File: src/rtl/cdram_pkg.sv
package cdram_pkg;
    typedef enum logic [1:0] {
        CYC_IDLE  = 2'd0,
        CYC_READ  = 2'd1,
        CYC_WRITE = 2'd2,
        CYC_REFR  = 2'd3
    } cyc_e;
endpackage

File: src/rtl/cdram_row_tags.sv
module cdram_row_tags #(
    parameter int TAG_W  = 9,
    parameter int BANK_W = 2
) (
    input  logic              clk,
    input  logic              rst,
    input  logic [BANK_W-1:0] lookup_bank,
    input  logic [TAG_W-1:0]  lookup_tag,
    input  logic              load_en,
    output logic              hit
);
    localparam int NBANK = 1 << BANK_W;

    logic [NBANK-1:0] match;

    for (genvar b = 0; b < NBANK; b++) begin : g_bank
        logic             valid_q;
        logic [TAG_W-1:0] tag_q;
        logic             sel;

        assign sel = load_en && (lookup_bank == BANK_W'(b));

        always_ff @(posedge clk) begin
            if (rst) begin
                valid_q <= 1'b0;
                tag_q   <= '0;
            end else if (sel) begin
                valid_q <= 1'b1;
                tag_q   <= lookup_tag;
            end
        end

        assign match[b] = valid_q && (tag_q == lookup_tag);
    end

    assign hit = match[lookup_bank];
endmodule

File: src/rtl/cdram_blank_timer.sv
module cdram_blank_timer #(
    parameter int WRR_CYC = 3
) (
    input  logic clk,
    input  logic rst,
    input  logic start,
    output logic busy
);
    localparam int CNT_W = $clog2(WRR_CYC + 1);

    logic [CNT_W-1:0] cnt_d, cnt_q;

    always_comb begin
        cnt_d = cnt_q;
        if (start) begin
            cnt_d = CNT_W'(WRR_CYC);
        end else if (cnt_q != '0) begin
            cnt_d = cnt_q - 1'b1;
        end
    end

    always_ff @(posedge clk) begin
        if (rst) cnt_q <= '0;
        else     cnt_q <= cnt_d;
    end

    assign busy = (cnt_q != '0);
endmodule

File: src/rtl/cdram_hit_ctrl.sv
module cdram_hit_ctrl
    import cdram_pkg::*;
#(
    parameter int ADDR_W   = 10,
    parameter int TAG_W    = 9,
    parameter int BANK_W   = 2,
    parameter int BANK_LSB = 8,
    parameter int WRR_CYC  = 3
) (
    input  logic              clk,
    input  logic              rst,
    input  logic              re_n,
    input  logic              cal_n,
    input  logic              we_n,
    input  logic              ref_n,
    input  logic              cs_n,
    input  logic              oe_n,
    input  logic              wr_sel,
    input  logic [ADDR_W-1:0] addr,
    output logic              hit_n,
    output logic              hit_oe,
    output logic              cyc_wr,
    output logic              dq_oe,
    output logic              dram_wr,
    output logic              cache_wr,
    output logic              cache_load,
    output logic [BANK_W-1:0] cache_bank
);
    typedef struct packed {
        cyc_e              cyc;
        logic              hit;
        logic [BANK_W-1:0] bank;
        logic [BANK_W-1:0] last_rd_bank;
        logic              re_prev;
        logic              load;
    } state_t;

    state_t st_d, st_q;

    logic              re_fall, re_rise;
    logic [BANK_W-1:0] cur_bank;
    logic [TAG_W-1:0]  cur_tag;
    logic              tag_hit;
    logic              rd_start;
    logic              tag_load;
    logic              blank_start;
    logic              blank_busy;
    logic              wr_miss;

    assign re_fall  = st_q.re_prev && !re_n;
    assign re_rise  = !st_q.re_prev && re_n;
    assign cur_bank = addr[BANK_LSB +: BANK_W];
    assign cur_tag  = addr[TAG_W-1:0];
    assign rd_start = re_fall && ref_n && !cs_n && !wr_sel;
    assign tag_load = rd_start && !tag_hit;

    cdram_row_tags #(
        .TAG_W (TAG_W),
        .BANK_W(BANK_W)
    ) u_tags (
        .clk        (clk),
        .rst        (rst),
        .lookup_bank(cur_bank),
        .lookup_tag (cur_tag),
        .load_en    (tag_load),
        .hit        (tag_hit)
    );

    assign blank_start = re_rise && (st_q.cyc == CYC_WRITE) && !st_q.hit;

    cdram_blank_timer #(
        .WRR_CYC(WRR_CYC)
    ) u_blank (
        .clk  (clk),
        .rst  (rst),
        .start(blank_start),
        .busy (blank_busy)
    );

    always_comb begin
        st_d         = st_q;
        st_d.re_prev = re_n;
        st_d.load    = 1'b0;
        if (re_fall) begin
            st_d.bank = cur_bank;
            st_d.hit  = tag_hit;
            if (!ref_n) begin
                st_d.cyc = CYC_REFR;
            end else if (cs_n) begin
                st_d.cyc = CYC_IDLE;
            end else if (wr_sel) begin
                st_d.cyc = (cal_n && we_n) ? CYC_WRITE : CYC_IDLE;
            end else begin
                st_d.cyc          = CYC_READ;
                st_d.last_rd_bank = cur_bank;
                st_d.load         = !tag_hit;
            end
        end else if (re_n) begin
            st_d.cyc = CYC_IDLE;
        end
    end

    always_ff @(posedge clk) begin
        if (rst) begin
            st_q.cyc          <= CYC_IDLE;
            st_q.hit          <= 1'b0;
            st_q.bank         <= '0;
            st_q.last_rd_bank <= '0;
            st_q.re_prev      <= 1'b1;
            st_q.load         <= 1'b0;
        end else begin
            st_q <= st_d;
        end
    end

    assign hit_oe     = (st_q.cyc == CYC_READ) || (st_q.cyc == CYC_WRITE);
    assign hit_n      = hit_oe ? !st_q.hit : 1'b1;
    assign cyc_wr     = (st_q.cyc == CYC_WRITE);
    assign wr_miss    = cyc_wr && !st_q.hit;
    assign dram_wr    = cyc_wr && !cal_n && !we_n;
    assign cache_wr   = dram_wr && st_q.hit;
    assign cache_load = st_q.load;
    assign cache_bank = hit_oe ? st_q.bank : st_q.last_rd_bank;
    assign dq_oe      = !oe_n && !cs_n && !wr_miss && !blank_busy
                        && !(cyc_wr && !we_n);
endmodule

File: config.mk
export PLATFORM = sky130hd
export DESIGN_NAME = cdram_hit_ctrl
export DESIGN_NICKNAME = d
export VERILOG_FILES = /design/src/rtl/cdram_pkg.sv /design/src/rtl/cdram_row_tags.sv /design/src/rtl/cdram_blank_timer.sv /design/src/rtl/cdram_hit_ctrl.sv
export SDC_FILE = /design/constraint.sdc
export NUM_CORES = 1
export LEC_CHECK = 0
export ABC_AREA = 1
export CAP_MARGIN = 0
export CORE_ASPECT_RATIO = 2
export CORE_MARGIN = 4
export CORE_UTILIZATION = 56
export DETAILED_ROUTE_END_ITERATION = 8
export HOLD_SLACK_MARGIN = 0.15
export PLACE_DENSITY = 0.84
export SETUP_SLACK_MARGIN = 0.3
export SYNTH_ARGS = -nofsm -noshare
export SYNTH_HDL_FRONTEND = slang
export SYNTH_HIERARCHICAL = 1
export SYNTH_SLANG_ARGS = --single-unit
File: constraint.sdc
create_clock -name clk -period 2.6 [get_ports clk]
set_clock_uncertainty 0.2 [all_clocks]
set_input_delay 0.52 -clock clk [delete_from_list [all_inputs] [get_ports clk]]
set_output_delay 0.52 -clock clk [all_outputs]
set_load 0.02 [all_outputs]
==> flow_metrics.tcl <==
set metrics [dict create \
    cp-start-kind "input port" \
    synth_cell_type_count 26 \
    setup_viol 0 \
    start_util_pct 58.1 \
    hold_path_class "reg -> reg" \
    clkTransAtPathRegs_ps 90 \
    cts_buffers 5 \
    yosysWarnings 6 \
    drt_first_pass_iters 4 \
    p_per_area_nw_per_um2 443 \
    core_area_um2 4640 \
    drive_gt1_share_pct 31.3 \
    rsz0062_at_grt "yes" \
    htreeDepth 2 \
    critPathTopFamily "buffers and inverters" \
    worstPathRequired_ps 1880 \
    dpl_cell_area_um2 3290 \
    fin_tns_setup_ps 0 \
    io_buffers 27 \
    drc_errors 0 \
    via_count 2816 \
    power_mw 1.60 \
    grt_use_total_pct 25.9 \
    final_common_cell "nand2_1" \
    syn_area_um2 2700 \
    rows 35 \
    synth_nets 411 \
    nets 487 \
    vdd_ir_drop_max_mv 0.411 \
    crit_arrival_ps 1530 \
    hold_violations 0 \
    io_pins 28 \
    synth_cells 390 \
    ctsHoldBuffers 0 \
    hpwl_mm 5.72 \
    grt_pass1_vias 2754 \
    dieArea_um2 6060 \
    postRouteAntennaNets 0 \
    avgSynthCellArea_um2 6.92 \
    worstPathMaxFanout 4 \
    clock-sinks 51 \
    insertion_delay_ps 300 \
    layout_common_cells "nand2_1, dfxtp_1, nor2_1" \
    tightest_slew_ps 477 \
    fp.dieW_um 57.1 \
    max-slew-margin-rel_pct 67.9 \
    grt_pass1_wl_mm 12.3 \
    cts_buffer_depth 2 \
    fmax_mhz 444 \
    drv_slew 0 \
    path_cells "clkdlybuf4s50_1 -> a21oi_1 -> nor4_1 -> buf_2" \
    drtIter0Drc 211 \
    outcome "complete, no violations" \
    place_ws_ps -349 \
    grt-ovfl-total 0 \
    finalCriticalPeriod_ps 2250 \
    ys_seq_area_share_pct 37.8 \
    antenna_found_initial 0 \
    die_h_um 106 \
    cts_tree "built" \
    ctsRootBufferMaster "clkbuf_8" \
    synth-seq-cells 51 \
    fin_crit_sh_pct 86.6 \
    final_cell_area_um2 3610 \
    antenna_cells 0 \
    seq_area_um2 1020 \
    finalNonFillerCells 522 \
    n_fill_cell 344 \
    critical_path_class "in -> out" \
    crit_path_end_kind "primary output" \
    wl_per_cell_um 14.8 \
    gp_congestion 1.00 \
    grt_max_degree 36 \
    syn_to_final_growth_pct 33.8 \
    maxCapViolations 0 \
    cp.buffers_inverters 2 \
    finalWorstSetupSlack_ps 347 \
    static-leakage-power_nw 1.57 \
    max_stage_delay_ps 540 \
    multiInputGateArea_um2 1500 \
    via_per_inst 5.39 \
    drt_wl_total_mm 7.74 \
    cpMaxStageDelayCell "clkdlybuf4s50_1" \
    dp_cells 501 \
]
## cell type report
class,instances,area share [%]
clock buffer,7,2.12
clock inverter,1,0.139
inverter,57,6.07
multi-input combinational,267,41.5
sequential,51,28.3
tap,55,1.91
timing repair buffer,84,20.0
## repair_timing
action | 4_1_cts | 5_1_grt
gates resized for setup | 46 | 71
setup endpoints to repair | 47 | 47
pin swaps | 6 | 16
cloned | 1 | 0
buffers inserted | 4 | 8
hold endpoints to repair | 0 | 0
## worst register-to-register path, cell delays in order (launching register included)
cell,delay (ps)
dfxtp_1,320
inv_1,100
nand2_1,100
nand2_2,80
nor2_1,50
nand3_1,80
nor2_1,60
nor2_1,110
nand2_1,110
nor2_4,280
buf_6,190
nand2_8,90
a211oi_2,210
## metrics by stage
stage	hold slack [ps]	util, %
2_1_floorplan	224	-
3_3_place_gp	234	70.8
3_5_place_dp	243	70.8
4_1_cts	258	74.3
5_1_grt	281	77.7
6_report	256	77.7
## path summary, 6_finish.rpt
kind / cells after the start / end / from / slack [ps]
max reg2reg: 12 / u_tags/g_bank[2].tag_q[5] / u_tags/g_bank[2].tag_q[5] / 550
min reg2reg: 2 / st_q[4] / st_q[4] / 260
min: 2 / st_q[4] / st_q[4] / 260
max: 4 / dq_oe / we_n / 350
## routing by layer
layer	part of all wire (%)	global-route usage (%)
met5	0	0
met4	4.9	13.6
met3	4.3	2.67
met2	56	49.8
met1	35	25.8
## power by group
group | switching [mW] | internal [mW]
clock network | 0.258 | 0.190
logic | 0.190 | 0.144
registers | 0.0126 | 0.804
total | 0.460 | 1.14
## kinds of logic after synthesis
| group | after synthesis | synth area share (%) |
|---|---|---|
| AO/OA/AOI/OAI | 69 | 18.4 |
| AND/OR/NAND/NOR | 190 | 29.6 |
| XOR/XNOR | 5 | 1.62 |
| flip-flops | 51 | 37.8 |
| buffers and inverters | 73 | 11.6 |
| adder cells (fa/ha/maj) | 2 | 0.927 |
## flip-flops by register name (all words and copies together) (netlist names)
signal                 flops
cache_load                 1
st_q                       8
u_blank/cnt_q              2
u_tags/g_bank.tag_q       36
u_tags/g_bank.valid_q      4
## cells in the mapped netlist, drive strengths merged
master,number,share of area [%]
nor3,2,0.37
a21oi,21,3.9
nand3,21,4.4
nor4,3,0.70
buf,13,3.2
o21ai,24,4.5
a211oi,24,10
clkbuf,3,0.42
xnor2,2,0.65
ha,2,0.93
inv,55,7.7
nor2,62,9.5
nand2,102,15
xor2,3,0.97
dfxtp,51,38
clkinv,2,0.37
Note: power is estimated with default switching activity, not from simulation.
